`src/rtl/sd_carryfree_adder.sv`:
```
module sd_carryfree_adder #(
  parameter int DIGITS = 8
) (
  input  logic [3*DIGITS-1:0]     a_i,
  input  logic [3*DIGITS-1:0]     b_i,
  output logic [3*(DIGITS+1)-1:0] sum_o,
  output logic                    code_err_o
);

  logic [DIGITS-1:0] bad;
  logic [DIGITS-1:0] pair_neg;
  logic [DIGITS:0]   xfer_neg;
  logic [DIGITS:0]   xfer_pos;

  assign xfer_neg[0] = 1'b0;
  assign xfer_pos[0] = 1'b0;

  for (genvar g = 0; g < DIGITS; g++) begin : g_pos
    logic [2:0] x, y;
    logic below_neg;
    logic m2, p2, m1, p1, odd;
    logic u_neg, u_pos, u_zero, c_zero;

    assign x = a_i[3*g +: 3];
    assign y = b_i[3*g +: 3];

    assign bad[g]      = ~((x[0] ^ x[1] ^ x[2]) & ~(&x)) | ~((y[0] ^ y[1] ^ y[2]) & ~(&y));
    assign pair_neg[g] = x[2] | y[2];

    if (g == 0) begin : g_lsb
      assign below_neg = 1'b0;
    end else begin : g_mid
      assign below_neg = pair_neg[g-1];
    end

    assign m2  = x[2] & y[2];
    assign p2  = x[0] & y[0];
    assign m1  = (x[2] & y[1]) | (x[1] & y[2]);
    assign p1  = (x[0] & y[1]) | (x[1] & y[0]);
    assign odd = m1 | p1;

    assign u_pos  = odd & below_neg;
    assign u_neg  = odd & ~below_neg;
    assign u_zero = ~odd;

    assign xfer_neg[g+1] = m2 | (m1 & below_neg);
    assign xfer_pos[g+1] = p2 | (p1 & ~below_neg);

    assign c_zero = ~(xfer_neg[g] | xfer_pos[g]);

    assign sum_o[3*g+2] = (u_neg & c_zero) | (u_zero & xfer_neg[g]);
    assign sum_o[3*g+0] = (u_pos & c_zero) | (u_zero & xfer_pos[g]);
    assign sum_o[3*g+1] = (u_zero & c_zero) | (u_neg & xfer_pos[g]) | (u_pos & xfer_neg[g]);
  end

  assign sum_o[3*DIGITS+2] = xfer_neg[DIGITS];
  assign sum_o[3*DIGITS+1] = ~(xfer_neg[DIGITS] | xfer_pos[DIGITS]);
  assign sum_o[3*DIGITS+0] = xfer_pos[DIGITS];

  assign code_err_o = |bad;

endmodule

```
`config.mk`:
```
export PLATFORM = sky130hd
export DESIGN_NAME = sd_carryfree_adder
export DESIGN_NICKNAME = d
export VERILOG_FILES = /design/src/rtl/sd_carryfree_adder.sv
export SDC_FILE = /design/constraint.sdc
export NUM_CORES = 1
export LEC_CHECK = 0
export ABC_AREA = 0
export BUFFER_PORTS_ARGS = -buffer_cell sky130_fd_sc_hd__buf_2
export CAP_MARGIN = 25
export CORE_ASPECT_RATIO = 1.5
export CORE_MARGIN = 10
export CORE_UTILIZATION = 36
export DETAILED_ROUTE_END_ITERATION = 7
export PLACE_DENSITY = 0.67
export RECOVER_POWER = 50
export SYNTH_ARGS = -nofsm -noshare
export SYNTH_HDL_FRONTEND = slang
export SYNTH_SLANG_ARGS = --single-unit
```
`constraint.sdc`:
```
create_clock -name vclk -period 1.4
set_clock_uncertainty 0.2 [all_clocks]
set_input_delay 0 -clock vclk [all_inputs]
set_output_delay 0 -clock vclk [all_outputs]
set_load 0.03 [all_outputs]
```
==> flow_summary.toml <==
[timing]
fmax_ghz = 0.713
setup-violations-final = 1
hold_violations = 0
period_minus_slack_ns = 1.40
rsz0062_at_grt = "yes"
setup-tns-final_ns = -0.00301
setup_ws_ns = -0.00301
min_period_over_period_pct = 100
slew_violations = 0

[yosys]
synth_top_family_by_area = "compound AO/OA/AOI/OAI gates"
synth_top_area_cell = "ha_1"
yosys_warnings = 0
synth.avg_cell_area_um2 = 7.63
yosysMostFrequentCell = "nand2_1"
netlist_instances = 178
synthAdderAreaFrac_pct = 14.7
yosys.area.top_type_share_pct = 14.7
synthXorXnorAreaFrac_pct = 0
synth_cell_types = 44
synth-simple-area-share_pct = 27.0
syn_nets = 242
yosys-mux-area-fraction_pct = 7.46
synthTopCellsByCount = "nand2_1, ha_1, o21ai_0, o22ai_1, nor2b_1"
synth-seq-area-share_pct = 0
ys_top_cells_by_area = "ha_1, o22ai_1, a22oi_1"
syn-cell-area_um2 = 1360
synth-compound-area-share_pct = 47.0

[final_layout]
seq_area_um2 = 0
drive_above_1_share_pct = 52.0
antennaDiodeCount = 0
clkbuf_count = 0
layout.nets = 343
syn_to_final_growth_pct = 60.8
fill_cells = 349
nFlopsAndLatches = 0
final_cells = 320

[die]
start_util_pct = 37.2
die-area_um2 = 6680
num_rows = 27
fp.dieH_um = 95.2
ios = 76
core_area_um2 = 3650
die_w_um = 70.2

[power_and_ir_drop]
p_leak_nw = 0.999
cellPowerDensity_nw_per_um2 = 469
p_total_mw = 1.03
ir_drop_mv = 0.270

[setup_path]
crit_path_max_fanout = 4
path_class = "primary input to output pin"
cp-startpoint = "a_i[6]"
start_kind = "primary input"
crit_required_ns = 1.20
endpoint_kind = "output pin"
cp.arrival_ns = 1.20

[run_status]
violations = "negative setup slack"
outcome = "finished, violations left"

[run]
max-cap-violations = 0

[placed_design]
hpwl_mm = 4.25
globalplace.congestion = 0.877
dp_cells = 316
io_buffer_count = 75

[drt]
drt-initial-drc-count = 111
wire_per_inst_um = 16.0
first_pass_iters = 4
antenna_left = 0
routed_wl_mm = 5.12
drc = 0
vias_per_cell = 5.90
vias = 1887

[global_route]
grt.total_usage_pct = 13.7
grt_pass1_vias = 1933
grt_antenna_before_repair = 0
grt_first_pass_wirelength_mm = 8.22
overflow = 0
grt_max_degree = 9

[hold_path]
min_from = "a_i[11]"
hold_path_class = "primary input to output pin"

[cts]
postCtsHoldBufs = 0
==> through the flow <==
step                      worst slack, ns  hold slack (ns)  instance area [µm²]  utilization [%]
after floorplan                    0.0108          -0.0597                 1390                -
after global placement            -0.0313            0.191                 1960             53.8
after detailed placement          -0.0585            0.192                 1960             53.8
after CTS                       0.0000583            0.195                 2010             55.1
after global routing               -0.188            0.226                 2180             59.9
final                            -0.00301            0.203                 2180             59.9
==> power breakdown <==
part,leakage (nW),internal (mW),total [mW],switching [mW]
Clock,0,0,0,0
Combinational,0.999,0.447,1.03,0.579
Sequential,0,0,0,0
Total,0.999,0.447,1.03,0.579
==> cell usage in the layout (no fill, tap or decap), types with 4 or more instances in the layout <==
cell | synthesis | final
a2bb2oi_2 | 4 | 4
a22oi_2 | 4 | 8
a22o_1 | 5 | 5
nand2_1 | 22 | 22
o21ai_0 | 16 | 16
buf_6 | 2 | 8
o22ai_1 | 16 | 16
buf_2 | 0 | 49
nand3_1 | 6 | 5
clkbuf_2 | 0 | 7
nand4_1 | 4 | 4
nor2_4 | 1 | 5
nor2b_1 | 15 | 15
ha_1 | 16 | 12
o32ai_2 | 1 | 5
a22oi_1 | 13 | 9
buf_4 | 3 | 34
ha_4 | 0 | 4
==> worst max-delay path, cell delays in order <==
cell and delay [ns]:
buf_8 0.10, and2_4 0.15, a311oi_4 0.34, nand3_2 0.14, o32ai_2 0.27, buf_4 0.20
==> path summary, 6_finish.rpt <==
check / to / slack [ns] / cells past startpoint
max: sum_o[11] / -0.003 / 6
min: sum_o[14] / 0.20 / 3
==> cell type report <==
cell class / count / area [µm²] / area share [%]
multi-input combinational: 172 / 1460 / 66.8
timing repair buffer: 104 / 667 / 30.5
tap: 43 / 53.8 / 2.46
inverter: 1 / 3.75 / 0.172
==> per-layer routing <==
layer / global-route usage [%] / vias up / wire, µm
li1: - / 933 / -
met1: 13.7 / 903 / 1930
met2: 29.4 / 51 / 2940
met3: 2.18 / 0 / 246
met4: 0.825 / 0 / 0
met5: 0 / - / 0
==> cell families after synthesis <==
logic type                 Yosys count
other                                1
adders and majority gates           16
AOI/OAI and AO/OA                   82
and+or+nand+nor                     65
buffers and inverters                6
muxes                                8
==> repair_timing <==
action | 4_1_cts | 5_1_grt
resized for setup | 11 | 39
setup buffers | 0 | 4
endpoints found under the hold margin | 0 | 0
endpoints found under the setup margin | 4 | 16
pin swaps | 3 | 9
(Power assumes the default switching activity.)
